--- src/rtl/xmuldiv.sv ---
module xmuldiv #(
  parameter int W = 16
) (
  input  logic         clk,
  input  logic         rst_n,
  input  logic         start,
  input  logic [1:0]   op,
  input  logic [W-1:0] d_in,
  input  logic [W-1:0] x_in,
  input  logic [W-1:0] y_in,
  output logic [W-1:0] d_out,
  output logic [W-1:0] x_out,
  output logic [W-1:0] y_out,
  output logic         flag_n,
  output logic         flag_z,
  output logic         flag_v,
  output logic         flag_c,
  output logic         done
);

  localparam int DW = 2 * W;
  localparam int CW = $clog2(DW);
  localparam logic [1:0] OP_SDIV = 2'd0;
  localparam logic [1:0] OP_UDIV = 2'd1;
  localparam logic [1:0] OP_LDIV = 2'd2;
  localparam logic [1:0] OP_MUL  = 2'd3;
  localparam logic [DW-1:0] POS_LIM = {{(W+1){1'b0}}, {(W-1){1'b1}}};
  localparam logic [DW-1:0] NEG_LIM = POS_LIM + 1'b1;

  typedef enum logic [1:0] {S_IDLE, S_RUN, S_FIN} state_t;

  state_t        state;
  logic [1:0]    op_r;
  logic [W-1:0]  dr, xr, yr;
  logic [DW-1:0] acc;
  logic [W-1:0]  rem;
  logic [W-1:0]  dvs;
  logic [CW-1:0] cnt;
  logic          qneg, rneg;

  logic          signed_op;
  logic [DW-1:0] dvd_raw;
  logic          dvd_neg, dvs_neg;
  assign signed_op = (op != OP_UDIV);
  assign dvd_raw   = (op == OP_SDIV) ? {{W{d_in[W-1]}}, d_in} : {y_in, d_in};
  assign dvd_neg   = signed_op & dvd_raw[DW-1];
  assign dvs_neg   = signed_op & x_in[W-1];

  logic [W:0] trial;
  logic       fits;
  assign trial = {rem, acc[DW-1]};
  assign fits  = trial >= {1'b0, dvs};

  logic signed [DW-1:0] prod;
  logic [W-1:0]         q_lo, r_lo;
  logic                 q_ovf, divz;
  assign prod  = $signed(dr) * $signed(yr);
  assign q_lo  = qneg ? W'(-acc[W-1:0]) : acc[W-1:0];
  assign r_lo  = rneg ? W'(-rem) : rem;
  assign q_ovf = (op_r == OP_UDIV) ? (|acc[DW-1:W])
               : (qneg ? (acc > NEG_LIM) : (acc > POS_LIM));
  assign divz  = (xr == '0);

  always_ff @(posedge clk or negedge rst_n) begin
    if (!rst_n) begin
      state <= S_IDLE;
      op_r  <= OP_SDIV;
      dr    <= '0;
      xr    <= '0;
      yr    <= '0;
      acc   <= '0;
      rem   <= '0;
      dvs   <= '0;
      cnt   <= '0;
      qneg  <= 1'b0;
      rneg  <= 1'b0;
    end else begin
      case (state)
        S_IDLE: if (start) begin
          op_r <= op;
          dr   <= d_in;
          xr   <= x_in;
          yr   <= y_in;
          acc  <= dvd_neg ? DW'(-dvd_raw) : dvd_raw;
          dvs  <= dvs_neg ? W'(-x_in) : x_in;
          rem  <= '0;
          cnt  <= '0;
          qneg <= dvd_neg ^ dvs_neg;
          rneg <= dvd_neg;
          state <= (op == OP_MUL || x_in == '0) ? S_FIN : S_RUN;
        end
        S_RUN: begin
          rem <= fits ? W'(trial - {1'b0, dvs}) : trial[W-1:0];
          acc <= {acc[DW-2:0], fits};
          cnt <= cnt + 1'b1;
          if (cnt == CW'(DW - 1)) state <= S_FIN;
        end
        default: state <= S_IDLE;
      endcase
    end
  end

  always_ff @(posedge clk or negedge rst_n) begin
    if (!rst_n) begin
      d_out  <= '0;
      x_out  <= '0;
      y_out  <= '0;
      flag_n <= 1'b0;
      flag_z <= 1'b0;
      flag_v <= 1'b0;
      flag_c <= 1'b0;
      done   <= 1'b0;
    end else begin
      done <= (state == S_FIN);
      if (state == S_FIN) begin
        if (op_r == OP_MUL) begin
          d_out  <= prod[W-1:0];
          y_out  <= prod[DW-1:W];
          x_out  <= xr;
          flag_n <= prod[DW-1];
          flag_z <= (prod == '0);
          flag_v <= 1'b0;
          flag_c <= prod[W-1];
        end else if (divz) begin
          d_out  <= dr;
          x_out  <= xr;
          y_out  <= yr;
          flag_n <= 1'b0;
          flag_z <= 1'b0;
          flag_v <= 1'b0;
          flag_c <= 1'b1;
        end else begin
          d_out  <= r_lo;
          if (op_r == OP_SDIV) begin
            x_out <= q_lo;
            y_out <= yr;
          end else begin
            x_out <= xr;
            y_out <= q_lo;
          end
          flag_n <= q_lo[W-1];
          flag_z <= (acc == '0);
          flag_v <= q_ovf;
          flag_c <= 1'b0;
        end
      end
    end
  end

  AST_DONE_PULSE: assert property (@(posedge clk) disable iff (!rst_n)
    done |=> !done);
  AST_DIV_ZERO: assert property (@(posedge clk) disable iff (!rst_n)
    done && op_r != OP_MUL && xr == '0 |-> flag_c && d_out == dr && x_out == xr && y_out == yr);
  AST_DIV_OK_CARRY: assert property (@(posedge clk) disable iff (!rst_n)
    done && op_r != OP_MUL && xr != '0 |-> !flag_c);
  AST_MUL_FLAGS: assert property (@(posedge clk) disable iff (!rst_n)
    done && op_r == OP_MUL |-> flag_c == d_out[W-1] && flag_n == y_out[W-1] && !flag_v);
  AST_BUSY_IGNORE: assert property (@(posedge clk) disable iff (!rst_n)
    state != S_IDLE |=> $stable(op_r) && $stable(xr));
  AST_HOLD: assert property (@(posedge clk) disable iff (!rst_n)
    state != S_FIN |=> $stable(d_out) && $stable(x_out) && $stable(y_out) && $stable(flag_c));

endmodule

--- config.mk ---
export PLATFORM = sky130hd
export DESIGN_NAME = xmuldiv
export DESIGN_NICKNAME = d
export VERILOG_FILES = /design/src/rtl/xmuldiv.sv
export SDC_FILE = /design/constraint.sdc
export NUM_CORES = 1
export LEC_CHECK = 0
export BUFFER_PORTS_ARGS = -buffer_cell sky130_fd_sc_hd__buf_2
export CELL_PAD_IN_SITES_DETAIL_PLACEMENT = 0
export CELL_PAD_IN_SITES_GLOBAL_PLACEMENT = 1
export CORE_AREA = 2 2 251 191
export DETAILED_ROUTE_END_ITERATION = 16
export DIE_AREA = 0 0 253 193
export GPL_ROUTABILITY_DRIVEN = 0
export PLACE_DENSITY_LB_ADDON = 0.3
export REMOVE_ABC_BUFFERS = 1
export SKIP_CTS_REPAIR_TIMING = 1
export SYNTH_ARGS = -nofsm -noshare
export SYNTH_HDL_FRONTEND = slang
export SYNTH_SLANG_ARGS = --single-unit
export TNS_END_PERCENT = 100
--- constraint.sdc ---
create_clock -name clk -period 7 [get_ports clk]
set_input_delay 0.7 -clock clk [delete_from_list [all_inputs] [get_ports clk]]
set_output_delay 0.7 -clock clk [all_outputs]
set_load 0.05 [all_outputs]
==> results.yml <==
die:
  fp.dieW_um: 253
  dieArea_um2: 48830
  start_util_pct: 43.24
  die_h_um: 193
  ios: 106
  core_um2: 46620
  rows: 69
clock_tree:
  cts.sinks: 175
  cts_buffers: 17
  clkLatencyLatePin_ns: 0.48
  tritoncts: "done"
  ctsLongestPathBuffers: 2
  clkTransAtPathRegs_ns: 0.09
  root_buffer: "clkbuf_16"
  htree_num_levels: 4
synth:
  syn_area_um2: 20160
  synthArstFlopShare_pct: 100.0
  synth.avg_cell_area_um2: 8.491
  syn-instance-count: 2374
  ys_seq_elements: 175
  synth-seq-area-share_pct: 21.73
  ys_warn_count: 0
  synthFlopType: "dfrtp_1"
  ys_types: 63
  synth-edff-count: 0
global_routing:
  antenna_found_initial: 2
  grt_max_degree: 107
  grt-ovfl-total: 0
  grtUsageTotal_pct: 25.76
  grt_pass1_wl_um: 95700
  grt_pass1_vias: 16974
setup_path:
  worstPathRequired_ns: 7.41
  critical_path_class: "flip-flop to flip-flop"
  cp_max_fo: 15
  ff2ff_setup_slack_ns: 0.18
  start_kind: "flip-flop"
  end_kind: "flip-flop"
  crit_end: "flag_z$_DFFE_PN0P_"
  crit_arrival_ns: 7.23
  worstRegToRegCells: 25
  startpoint: "yr[5]$_DFFE_PN0P_"
  r2r_end: "flag_z$_DFFE_PN0P_"
  reg2reg_from: "yr[5]$_DFFE_PN0P_"
sta:
  hold_viol: 0
  skew_ns: 0.01956
  period_needed_ns: 6.823
  worstMarginPinSlew_ns: 1.348
  whs_ns: 0.3376
  max_freq_mhz: 146.6
  finalSetupViolCount: 0
  slew_headroom_pct: 10.16
  fin_crit_sh_pct: 97.47
  finalMaxSlewViolations: 0
drt:
  ant_nets: 0
  viasPerCell: 5.429
  totalWireLength_um: 59520
  drc: 0
  drt-initial-drc-count: 1507
  drt_pre_antenna_iters: 5
  vias: 16858
  wl_per_cell_um: 19.17
placed_design:
  numPortBuffers: 105
  dp_hpwl_um: 47660
  dp.cells: 3063
cells_and_area:
  layout_common_cells: "416 x nand2_1, 353 x inv_1, 262 x fa_1, 160 x dfrtp_1, 147 x o21ai_0"
  area_growth_pct: 12.12
  fillers: 4514
  fin_cells: 3105
  nNetsFinal: 2908
  layout_commonest_cell: "nand2_1"
  finish.utilization_pct: 48.48
  drive_gt1_share_pct: 11.84
min_path:
  hold_path.class: "primary input to asynchronous set/reset pin"
flow_run:
  drv_cap: 0
status:
  outcome: "complete, no violations"
layer usage:
metal	vias up	wire length (µm)	track usage (%)
li1	7813	-	-
met1	8408	27830	37.23
met2	561	25760	39.22
met3	72	4436	5.625
met4	4	1472	6.759
met5	-	20	0
state kept, by name, indices dropped and copies added, names as in the netlist, 2 cells and up:
name	cells
x_out	16
y_out	16
dvs	15
yr	16
rem	16
xr	16
op_r	2
d_out	16
state	2
cnt	5
dr	16
acc	32
cell usage after synthesis, drive strengths merged (3+ instances only):
cell,n,area (µm²)
a31oi,8,50.05
nor2b,7,43.79
a21o,21,157.7
xnor2,49,429.2
nand3,32,160.2
o21a,5,37.54
ha,104,1301
xor2,61,534.3
o21ai,175,875.8
buf,5,18.77
clkbuf,119,446.7
inv,353,1325
o31ai,18,135.1
nor3,18,90.09
nand2,418,1572
o211ai,4,30.03
o21bai,7,52.55
or3,12,75.07
o41ai,9,78.83
and3,7,43.79
nand4,10,62.56
and2,132,825.8
nor4,21,131.4
nand2b,20,125.1
dfrtp,175,4379
or4,7,52.55
nor3b,3,22.52
o22ai,3,18.77
a22oi,31,232.7
o31a,3,26.28
fa,263,5265
a211oi,25,187.7
a21oi,84,424.2
a21boi,5,37.53
mux2i,21,210.2
nor2,107,401.6
cell families (layout without fill, tap and decap cells):
kind of cell             count (synthesis)  after routing  share of synthesized area (%)
XOR/XNOR                               110            110                          4.780
AO/OA/AOI/OAI                          421            421                          12.68
buffers and inverters                  477            604                          8.883
flip-flops                             175            175                          21.73
other                                    0              1                              0
adder cells (fa/ha/maj)                367            367                          32.58
multiplexers                            22             22                          1.099
AND/OR/NAND/NOR                        802            802                          18.26
critical path, stage by stage (launching register included):
cell and delay, ns:
dfrtp_1 0.41, buf_4 0.20, and2_1 0.16, fa_1 0.52
inv_1 0.06, fa_1 0.50, fa_1 0.54, inv_1 0.06
fa_1 0.47, fa_1 0.55, inv_1 0.05, fa_1 0.52
inv_1 0.04, ha_1 0.33, buf_4 0.17, o211ai_1 0.12
nor2_1 0.10, o311ai_2 0.31, buf_4 0.18, o31ai_1 0.07
buf_4 0.17, or3b_2 0.47, a31oi_2 0.26, nor4b_4 0.23
nand3_1 0.10, o21ai_1 0.13
area by class of cell:
type	instances	area, µm²	area share (%)
antenna	1	2.502	0.01107
clock buffer	18	439.2	1.943
clock inverter	14	145.1	0.6422
inverter	353	1325	5.863
multi-input combinational	1722	14100	62.41
sequential	175	4398	19.46
tap	603	754.5	3.338
timing repair buffer	219	1431	6.334
per-stage QoR:
step | cell area (µm²) | setup slack, ns | TNS, ns
after floorplan | 19690 | 0.5058 | 0
after global placement | 21830 | 0.08113 | 0
after detailed placement | 21830 | -0.05580 | -0.05580
after CTS | 22420 | -0.1022 | -0.1156
after global routing | 22600 | -0.004483 | -0.004483
final | 22600 | 0.1774 | 0
how the worst min path moves through the flow:
stage               slack, ns               endpoint                  from  depth (start not counted)
finish                   0.34     cnt[3]$_DFFE_PN0P_                 rst_n                          1
CTS                      0.38  x_out[14]$_DFFE_PN0P_                 rst_n                          1
floorplan                0.40     acc[0]$_DFFE_PN0P_                 rst_n                          0
global route             0.40     cnt[3]$_DFFE_PN0P_                 rst_n                          1
detailed placement       0.45     flag_n$_DFFE_PN0P_    flag_n$_DFFE_PN0P_                          2
global placement         0.45   d_out[9]$_DFFE_PN0P_  d_out[9]$_DFFE_PN0P_                          2
Power is left out: the tool's default activity adds up to more than one toggle a clock period on the data nets, which glitch-free logic cannot reach.
